### src/rtl/i2s_rx_pkg.sv
package i2s_rx_pkg;

    localparam int unsigned SAMPLE_W = 16;
    localparam int unsigned MAX_SLOT = 32;
    localparam int unsigned SLOT_CNT_W = $clog2(2 * MAX_SLOT);
    localparam int unsigned BIT_CNT_W = $clog2(SAMPLE_W + 1);

    typedef enum logic {
        CH_LEFT  = 1'b0,
        CH_RIGHT = 1'b1
    } chan_e;

    typedef struct packed {
        logic master;
        logic slot32;
        logic mclk_hi;
    } cfg_t;

    // One bit-clock rising event seen in the system clock domain
    typedef struct packed {
        logic rise;
        logic ws;
        logic sd;
    } bit_evt_t;

    typedef struct packed {
        logic [SAMPLE_W-1:0] left;
        logic [SAMPLE_W-1:0] right;
    } frame_t;

    // System clocks per bit clock half period
    function automatic int unsigned half_cycles(input int unsigned base,
                                                input logic fast,
                                                input logic slot32);
        int unsigned h;
        h = base;
        if (fast)
            h = h * 2;
        if (!slot32)
            h = h * 2;
        return h;
    endfunction

endpackage

### src/rtl/i2s_clkgen.sv
module i2s_clkgen
    import i2s_rx_pkg::*;
#(
    parameter int unsigned HALF_BASE = 2
) (
    input  logic clk,
    input  logic rst,
    input  logic en,
    input  logic restart,
    input  logic fast,
    input  logic slot32,
    output logic bclk,
    output logic ws,
    output logic rise
);

    localparam int unsigned DIV_W = $clog2(HALF_BASE * 4);

    logic [DIV_W-1:0]      div_q;
    logic [DIV_W-1:0]      half_m1;
    logic [SLOT_CNT_W-1:0] bit_q;
    logic [SLOT_CNT_W-1:0] nxt_raw;
    logic [SLOT_CNT_W-1:0] nxt_bit;
    logic                  nxt_ws;
    logic                  bclk_q;
    logic                  ws_q;
    logic                  tick;

    assign half_m1 = DIV_W'(half_cycles(HALF_BASE, fast, slot32) - 1);
    assign tick    = (div_q == half_m1);
    assign nxt_raw = bit_q + 1'b1;

    always_comb begin
        if (slot32) begin
            nxt_bit = nxt_raw;
            nxt_ws  = nxt_raw[SLOT_CNT_W-1];
        end else begin
            nxt_bit = {1'b0, nxt_raw[SLOT_CNT_W-2:0]};
            nxt_ws  = nxt_raw[SLOT_CNT_W-2];
        end
    end

    always_ff @(posedge clk) begin
        if (rst || restart || !en) begin
            div_q  <= '0;
            bclk_q <= 1'b0;
            ws_q   <= 1'b0;
            bit_q  <= '0;
        end else if (tick) begin
            div_q  <= '0;
            bclk_q <= ~bclk_q;
            if (bclk_q) begin
                bit_q <= nxt_bit;
                ws_q  <= nxt_ws;
            end
        end else begin
            div_q <= div_q + 1'b1;
        end
    end

    assign rise = en && !restart && tick && !bclk_q;
    assign bclk = bclk_q;
    assign ws   = ws_q;

    // word select moves only together with a bit clock fall
    p_ws_on_fall_r3: assert property (@(posedge clk) disable iff (rst)
        (ws_q != $past(ws_q)) |-> (($past(bclk_q) && !bclk_q) || $past(restart || !en)));

    // generated pins idle while not master
    p_idle_slave_r8: assert property (@(posedge clk) disable iff (rst)
        (!en && $past(!en)) |-> (!bclk_q && !ws_q));

endmodule

### src/rtl/i2s_frontend.sv
module i2s_frontend
    import i2s_rx_pkg::*;
#(
    parameter int unsigned SYNC_STAGES = 2
) (
    input  logic     clk,
    input  logic     rst,
    input  logic     master,
    input  logic     bclk_in,
    input  logic     ws_in,
    input  logic     sd_in,
    input  logic     m_rise,
    input  logic     m_ws,
    output bit_evt_t evt
);

    localparam int unsigned PINS = 3;

    logic [SYNC_STAGES-1:0][PINS-1:0] stage_q;
    logic [PINS-1:0]                  synced;
    logic                             bclk_d_q;

    always_ff @(posedge clk) begin
        if (rst) begin
            stage_q  <= '0;
            bclk_d_q <= 1'b0;
        end else begin
            stage_q[0] <= {bclk_in, ws_in, sd_in};
            for (int i = 1; i < SYNC_STAGES; i++)
                stage_q[i] <= stage_q[i-1];
            bclk_d_q <= synced[2];
        end
    end

    assign synced = stage_q[SYNC_STAGES-1];

    always_comb begin
        if (master) begin
            evt.rise = m_rise;
            evt.ws   = m_ws;
            evt.sd   = sd_in;
        end else begin
            evt.rise = synced[2] && !bclk_d_q;
            evt.ws   = synced[1];
            evt.sd   = synced[0];
        end
    end

    // a slave rising event needs a low synchronized clock one cycle earlier
    p_slave_edge_r8: assert property (@(posedge clk) disable iff (rst)
        (!master && evt.rise) |=> !evt.rise);

endmodule

### src/rtl/i2s_deser.sv
module i2s_deser
    import i2s_rx_pkg::*;
(
    input  logic     clk,
    input  logic     rst,
    input  logic     restart,
    input  bit_evt_t evt,
    output logic     valid,
    output frame_t   frame
);

    localparam logic [BIT_CNT_W-1:0] FULL = BIT_CNT_W'(SAMPLE_W);

    logic                 armed_q;
    logic                 last_ws_q;
    logic [BIT_CNT_W-1:0] cnt_q;
    chan_e                chan_q;
    logic [SAMPLE_W-1:0]  shreg_q;
    logic [SAMPLE_W-1:0]  shn;
    logic [SAMPLE_W-1:0]  left_hold_q;
    logic                 left_ok_q;
    logic                 valid_q;
    frame_t               frame_q;

    assign shn = {shreg_q[SAMPLE_W-2:0], evt.sd};

    always_ff @(posedge clk) begin
        valid_q <= 1'b0;
        if (rst || restart) begin
            armed_q     <= 1'b0;
            last_ws_q   <= 1'b0;
            cnt_q       <= FULL;
            chan_q      <= CH_LEFT;
            shreg_q     <= '0;
            left_hold_q <= '0;
            left_ok_q   <= 1'b0;
        end else if (evt.rise) begin
            if (!armed_q) begin
                armed_q   <= 1'b1;
                last_ws_q <= evt.ws;
            end else begin
                if (cnt_q != FULL) begin
                    shreg_q <= shn;
                    cnt_q   <= cnt_q + 1'b1;
                    if (cnt_q == FULL - 1'b1) begin
                        if (chan_q == CH_LEFT) begin
                            left_hold_q <= shn;
                            left_ok_q   <= 1'b1;
                        end else if (left_ok_q) begin
                            frame_q   <= '{left: left_hold_q, right: shn};
                            valid_q   <= 1'b1;
                            left_ok_q <= 1'b0;
                        end
                    end
                end
                if (evt.ws != last_ws_q) begin
                    last_ws_q <= evt.ws;
                    chan_q    <= chan_e'(evt.ws);
                    cnt_q     <= '0;
                end
            end
        end
        if (rst)
            frame_q <= '0;
    end

    assign valid = valid_q;
    assign frame = frame_q;

    // strobe lasts one cycle
    p_valid_single_r7: assert property (@(posedge clk) disable iff (rst)
        valid_q |=> !valid_q);

    // a frame completes only on a bit clock rising event
    p_valid_on_rise_r4: assert property (@(posedge clk) disable iff (rst)
        valid_q |-> $past(evt.rise));

    // samples hold between strobes
    p_hold_r7: assert property (@(posedge clk) disable iff (rst)
        !valid_q |-> ($stable(frame_q.left) && $stable(frame_q.right)));

    // no strobe right after a restart
    p_restart_quiet_r9: assert property (@(posedge clk) disable iff (rst)
        $past(restart) |-> !valid_q);

endmodule

### src/rtl/i2s_rx_core.sv
module i2s_rx_core
    import i2s_rx_pkg::*;
#(
    parameter int unsigned HALF_BASE   = 2,
    parameter int unsigned SYNC_STAGES = 2
) (
    input  logic                clk,
    input  logic                rst,
    input  logic                cfg_master,
    input  logic                cfg_slot32,
    input  logic                cfg_mclk_hi,
    input  logic                bclk_in,
    input  logic                ws_in,
    input  logic                sd_in,
    output logic                bclk_out,
    output logic                ws_out,
    output logic                bclk_oe,
    output logic                sample_valid,
    output logic [SAMPLE_W-1:0] left_out,
    output logic [SAMPLE_W-1:0] right_out
);

    cfg_t     cfg_now;
    cfg_t     cfg_q;
    logic     restart;
    logic     m_rise;
    logic     m_ws;
    logic     m_bclk;
    bit_evt_t evt;
    frame_t   frame;

    assign cfg_now = '{master: cfg_master, slot32: cfg_slot32, mclk_hi: cfg_mclk_hi};

    always_ff @(posedge clk) begin
        if (rst)
            cfg_q <= cfg_now;
        else
            cfg_q <= cfg_now;
    end

    assign restart = (cfg_now != cfg_q);

    i2s_clkgen #(
        .HALF_BASE(HALF_BASE)
    ) u_clkgen (
        .clk    (clk),
        .rst    (rst),
        .en     (cfg_master),
        .restart(restart),
        .fast   (cfg_mclk_hi),
        .slot32 (cfg_slot32),
        .bclk   (m_bclk),
        .ws     (m_ws),
        .rise   (m_rise)
    );

    i2s_frontend #(
        .SYNC_STAGES(SYNC_STAGES)
    ) u_frontend (
        .clk    (clk),
        .rst    (rst),
        .master (cfg_master),
        .bclk_in(bclk_in),
        .ws_in  (ws_in),
        .sd_in  (sd_in),
        .m_rise (m_rise),
        .m_ws   (m_ws),
        .evt    (evt)
    );

    i2s_deser u_deser (
        .clk    (clk),
        .rst    (rst),
        .restart(restart),
        .evt    (evt),
        .valid  (sample_valid),
        .frame  (frame)
    );

    assign bclk_out  = m_bclk;
    assign ws_out    = m_ws;
    assign bclk_oe   = cfg_master;
    assign left_out  = frame.left;
    assign right_out = frame.right;

endmodule

### config.mk
export PLATFORM = sky130hd
export DESIGN_NAME = i2s_rx_core
export DESIGN_NICKNAME = d
export VERILOG_FILES = /design/src/rtl/i2s_rx_pkg.sv /design/src/rtl/i2s_clkgen.sv /design/src/rtl/i2s_frontend.sv /design/src/rtl/i2s_deser.sv /design/src/rtl/i2s_rx_core.sv
export SDC_FILE = /design/constraint.sdc
export NUM_CORES = 1
export LEC_CHECK = 0
export BUFFER_PORTS_ARGS = -buffer_cell sky130_fd_sc_hd__buf_2
export CAP_MARGIN = 15
export CORE_MARGIN = 5
export CORE_UTILIZATION = 52
export CTS_BUF_LIST = sky130_fd_sc_hd__clkbuf_16
export CTS_CLUSTER_SIZE = 20
export DETAILED_ROUTE_END_ITERATION = 16
export PLACE_DENSITY = 0.75
export SYNTH_ARGS = -nofsm -noshare
export SYNTH_HDL_FRONTEND = slang
export SYNTH_SLANG_ARGS = --single-unit
### constraint.sdc
create_clock -name clk -period 2.5 [get_ports clk]
set_clock_uncertainty 0.15 [all_clocks]
set_input_delay 0.5 -clock clk [delete_from_list [all_inputs] [get_ports clk]]
set_output_delay 0.5 -clock clk [all_outputs]
set_load 0.01 [all_outputs]
Word level (Yosys, flattened, before mapping)
Cells that the tools add are included.
{ "classes": {"n_addsub": 4, "mul": 0, "div": 0, "magnitude_cmp": 0, "n_eq_ne": 6, "n_shift": 0, "muxes": 11, "bitwise": 7, "n_reduce_logical": 21} }
{ "ops": {"columns": ["operator", "n"], "rows": [
  ["5-bit two-way mux", 2],
  ["3-bit two-way mux", 3],
  ["3-bit AND reduction", 3],
  ["1-bit NOT", 7],
  ["7-bit AND reduction", 1],
  ["6-bit by 1-bit adder with 6-bit output (second input constant)", 1],
  ["6-bit two-way mux", 1],
  ["6-bit OR reduction", 1],
  ["5-bit by 1-bit adder with 5-bit output (second input constant)", 1],
  ["5-bit by 4-bit == test with 1-bit output (second input constant)", 1],
  ["1-bit two-way mux", 5],
  ["5-bit inequality test (second input constant)", 1],
  ["5-bit AND reduction", 1],
  ["1-bit logical AND", 4],
  ["1-bit zero test", 4],
  ["2-bit AND reduction", 2],
  ["4-bit AND reduction", 1],
  ["3-bit by 1-bit adder with 3-bit output (second input constant)", 1],
  ["3-bit == test", 1],
  ["3-bit inequality test", 1],
  ["3-bit by 1-bit subtractor with 3-bit output (second input constant)", 1],
  ["1-bit logical OR", 2],
  ["2-bit inequality test (second input constant)", 1],
  ["2-bit nonzero test", 1],
  ["2 further kinds", 2]
]} }
{ "totals": {"regBits": 94, "latchBits": 0, "mem_bits_rw": 0, "rom_bits": 0, "out_inout_bits": 36, "word_cells": 69, "mem_count": 0} }

Logic depth before layout (Yosys ltp)
{ "logic_depth": {"ltp_word": 10, "mapped_depth": 8, "ltp_nobuf": 6} }

Modules after synthesis
Synthesis repeated with hierarchy kept, for this count alone.
{ "hier_totals": {"hier_cells": 428, "hier_area_um2": 4043.9} }
{ "by_module_without_submodules": {"columns": ["module", "n_inst", "cells_each", "area_per_inst_um2"], "rows": [
  ["i2s_deser", 1, 339, 3126.7],
  ["i2s_clkgen", 1, 62, 589.3],
  ["i2s_frontend", 1, 19, 229.0],
  ["i2s_rx_core", 1, 8, 98.8]
]} }

Least setup slack after synthesis
No wires, ideal clock.
{ "synth_path": {"kind": "input to register", "startpoint": "in cfg_slot32", "endpoint": "reg u_deser.left_hold_q[10]", "arrival_ns": 2.164, "slack_ns": 0.067, "stages": 8, "path_buffers": 3, "cell_sequence": "buf_4 -> or4b_1 -> o211ai_2 -> a31oi_4 -> or3_1 -> buf_4 -> buf_6 -> mux2i_1"} }
{ "synth_via": {"elab_chain_cells": 7} }
{ "synth_rtl": {"columns": ["element", "line", "source"], "rows": [
  ["start, declared", "i2s_rx_core.sv:10", "input logic cfg_slot32,"],
  ["3-bit two-way mux or 3-bit inequality test (tied branches)", "i2s_rx_pkg.sv:39, i2s_rx_core.sv:41", null],
  ["3-bit by 1-bit subtractor with 3-bit output or 1-bit zero test (tied branches)", "i2s_clkgen.sv:29, i2s_clkgen.sv:61", null],
  ["3-bit == test or 1-bit logical AND (tied branches)", "i2s_clkgen.sv:30, i2s_clkgen.sv:61", null],
  ["1-bit logical AND (2 in series)", "i2s_clkgen.sv:61", "assign rise = en && !restart && tick && !bclk_q;"],
  ["3-bit two-way mux", "i2s_frontend.sv:38", "if (master) begin"],
  ["5-bit AND reduction (no source line)", null, null],
  ["end signal, assigned", "i2s_deser.sv:47", "left_hold_q <= shn;"],
  ["end, declared", "i2s_deser.sv:20", "logic [SAMPLE_W-1:0] left_hold_q;"]
]} }
Parallel ways exist; a longest one is shown, timed or not.
A chain may end at the register's enable or synchronous reset.

Worst setup path after layout
{ "layout_path": {"startpoint": "reg u_clkgen.div_q[1]", "endpoint": "reg u_deser.shreg_q[8]"} }
{ "layout_via": {"elab_chain_cells": 5} }
{ "layout_rtl": {"columns": ["element", "line", "source"], "rows": [
  ["start, declared", "i2s_clkgen.sv:19", "logic [DIV_W-1:0] div_q;"],
  ["start signal, assigned", "i2s_clkgen.sv:57", "div_q <= div_q + 1'b1;"],
  ["3-bit == test", "i2s_clkgen.sv:30", "assign tick = (div_q == half_m1);"],
  ["1-bit logical AND (2 in series)", "i2s_clkgen.sv:61", null],
  ["3-bit two-way mux", "i2s_frontend.sv:38", null],
  ["3-bit AND reduction (no source line)", null, null],
  ["end signal, assigned", "i2s_deser.sv:43", "shreg_q <= shn;"],
  ["end, declared", "i2s_deser.sv:18", "logic [SAMPLE_W-1:0] shreg_q;"]
]} }
Every way passes these cells.

==> out/metrics.yaml <==
floorplan:
  pin_count: 44
  start_util: 0.5300
  fp.dieW_um: 95.75
  core_area_mm2: 0.007214
  die_y_um: 95.75
  die_area_mm2: 0.009168
  rows: 31
sta:
  final.period_utilization: 0.8527
  rsz0062_at_grt: "false"
  maxSlewHeadroom: 0.7060
  fin_crit_ps: 2132
  tns_ps: 0
  worst_pin_slew_ps: 440.0
  finalHoldViolCount: 0
  drv_slew: 0
  setup_violations: 0
  fmax_ghz: 0.4691
drt:
  drc: 0
  detail-route-antenna-nets: 0
  wirelength_um: 7957
  wl_per_cell_um: 14.87
  drt_iter0_markers: 201
  avgViaCountPerCell: 5.617
  dr.pass1.iters: 4
  routed-via-count: 3005
power:
  power.density_mw_per_mm2: 664.5
  vdd_drop_max_mv: 0.3984
  p_clk_frac: 0.466
  p_int_mw: 2.320
  switching_power_uw: 648.1
  seqPwrFrac: 0.508
  swShare: 0.2183
  power.leakage_nw: 1.782
  combPwrFrac: 0.026
clock_network:
  cts_made_buffers: 9
  cts_resized: 0
  cts_tree: "done"
  postCtsSetupRepairBufs: 0
  ctsHoldBuffers: 0
  clk_pin_slew_worst_paths_ps: 60
  htree_levels: 3
  clock-root-buffer: "clkbuf_16"
  clkLatencyLatePin_ps: 340
  cts_buffer_depth: 2
  clock-sinks: 94
grt:
  grt_pass1_vias: 2804
  grt-ovfl-total: 0
  antenna_found_initial: 0
  grt_max_degree: 35
  grt_usage: 0.1809
  grt_pass1_wl_um: 13240
logic_synthesis:
  ys_seq_area_frac: 0.4921
  synthSimpleGateAreaFrac: 0.1760
  syn-num-nets: 412
  synth_compound_area_frac: 0.1489
  ys_ff_latch: 94
  synthAdderAreaFrac: 0.01636
  avgSynthCellArea_um2: 9.583
  yosysWarnings: 0
  synthCells: 399
  muxShareOfSynthArea: 0.08933
  synth_top_area_share: 0.4921
  yosysTopAreaCell: "dfxtp_1"
  netlist_area_mm2: 0.003824
  synth_top_family_by_area: "simple AND/OR/NAND/NOR gates"
  yosysUniqueCellTypes: 48
  synthXorXnorAreaFrac: 0.02978
  synth_area_leaders: "dfxtp_1 (49%), mux2i_1 (8.6%), o31ai_1 (6.3%)"
worst_setup_path:
  slowest_stage: "or4b_1"
  crit_path_start_kind: "register"
  cp.arrival_ps: 2250
  reg2reg_slack_ps: 370
  cp_cell_sequence: "or4b_1 -> o211ai_2 -> a31oi_4 -> buf_4 -> nor2_2 -> buf_12 -> mux2i_1"
  critical_path.max_fanout: 19
  path_buf_inv: 2
  slowest_delay_ps: 520
  crit_required_ps: 2610
  critPathCaptureType: "register"
  path_class: "register to register"
  critPathTopFamily: "simple AND/OR/NAND/NOR gates"
layout:
  layout.nets: 444
  drive_above_1_share: 0.1881
  final_core_util: 0.6191
  diodes: 0
  area_delta_synth_final_pct: 16.82
placed_design:
  io_buffers: 43
  routabilityCongestion: 0.7748
  dp_hpwl_um: 5338
run:
  maxCapViolations: 0
outcome:
  status: "complete, no violations"
min_path:
  hold_class: "input port to register"
## synthesized netlist by cell type (all sizes together)
library cell	n
dfxtp	94
nand2	42
nand4	35
a21oi	33
mux2i	33
o31ai	32
clkbuf	29
xor2	11
nor2	10
buf	9
and3	7
nor2b	7
nand3	6
o21ai	6
ha	5
inv	4
a21boi	3
nor4	3
o211ai	3
a31oi	2
and2	2
nand3b	2
o22ai	2
or3	2
or4b	2
xnor2	2
a31o	1
mux2	1
nand2b	1
nand4b	1
nor3	1
nor3b	1
nor4b	1
nor4bb	1
o211a	1
o21a	1
o221ai	1
o31a	1
or4	1
## per-layer routing
| metal | vias to the layer above | GRT usage | part of all wire |
|---|---|---|---|
| met4 | 0 | 0.07346 | 0.012 |
| met5 | - | 0 | 0 |
| met1 | 1421 | 0.2480 | 0.48 |
| li1 | 1517 | - | - |
| met3 | 8 | 0.03284 | 0.044 |
| met2 | 59 | 0.2814 | 0.46 |
## state kept, by name, summed over array words and instances, names as in the netlist, 3 cells and up
register and cells:
u_deser.shreg_q 15, u_clkgen.div_q 3, u_deser.cnt_q 5, u_frontend.stage_q 3
u_deser.left_hold_q 16, u_frontend.synced 3, cfg_q 3, u_clkgen.bit_q 6
u_deser.frame 32
## placed cells by master, fill, tap and decap left out, types with 3 or more instances in the layout
cell type,count
mux2i_1,33
a21oi_1,33
buf_2,43
nor2_1,9
ha_1,5
nor2b_1,7
nand3_1,6
dfxtp_1,94
inv_1,4
clkbuf_16,9
nand2_1,42
o21ai_0,4
buf_12,3
xor2_1,11
and3_1,7
o31ai_1,32
nand4_1,35
buf_4,13
## cell type report
class                      count  area [µm²]
clock inverter                 7       81.33
sequential                    94        1882
tap                           99       123.9
clock buffer                   9       225.2
inverter                       4       15.01
timing repair buffer          59       372.9
multi-input combinational    263        1767
fill                         629        2748
## through the flow
| step | cells | hold WS, ps | setup slack [ps] | total power [mW] | cell area (µm²) |
|---|---|---|---|---|---|
| floorplan | 399 | 263.8 | 66.95 | 1.593 | 3824 |
| global placement | 519 | 276.1 | 106.3 | 1.617 | 4160 |
| detailed placement | 519 | 275.1 | 54.61 | 1.618 | 4160 |
| CTS | 535 | 178.1 | 364.6 | 2.994 | 4467 |
| global route | 535 | 182.0 | 211.3 | 3.064 | 4467 |
| finish | 535 | 187.4 | 368.2 | 2.968 | 4467 |
## kinds of logic (layout without fill, tap and decap cells)
| family | count (synthesis) | in the layout |
|---|---|---|
| and+or+nand+nor | 125 | 125 |
| buffers and inverters | 42 | 79 |
| muxes | 34 | 34 |
| AOI/OAI and AO/OA | 86 | 86 |
| xor gates and xnor gates | 13 | 13 |
| DFF | 94 | 94 |
| adders and majority gates | 5 | 5 |
## path summary, 6_finish.rpt
path,to,startpoint,depth (start not counted)
worst max-delay path,u_deser.shreg_q[8],u_clkgen.div_q[1],7
worst min-delay path,cfg_q[0],cfg_mclk_hi,1
worst max register to register,u_deser.shreg_q[8],u_clkgen.div_q[1],7
worst min register to register,u_frontend.synced[1],u_frontend.stage_q[1],1
## power by group through the flow
stage / Sequential (mW) / Combinational (mW) / Clock [mW]
5_1_grt: 1.51 / 0.0833 / 1.47
6_report: 1.51 / 0.0763 / 1.38
3_5_place_dp: 1.54 / 0.0760 / 0
4_1_cts: 1.51 / 0.0762 / 1.41
2_1_floorplan: 1.54 / 0.0511 / 0
3_3_place_gp: 1.54 / 0.0743 / 0
No activity file was read; power rests on OpenSTA's default activity.
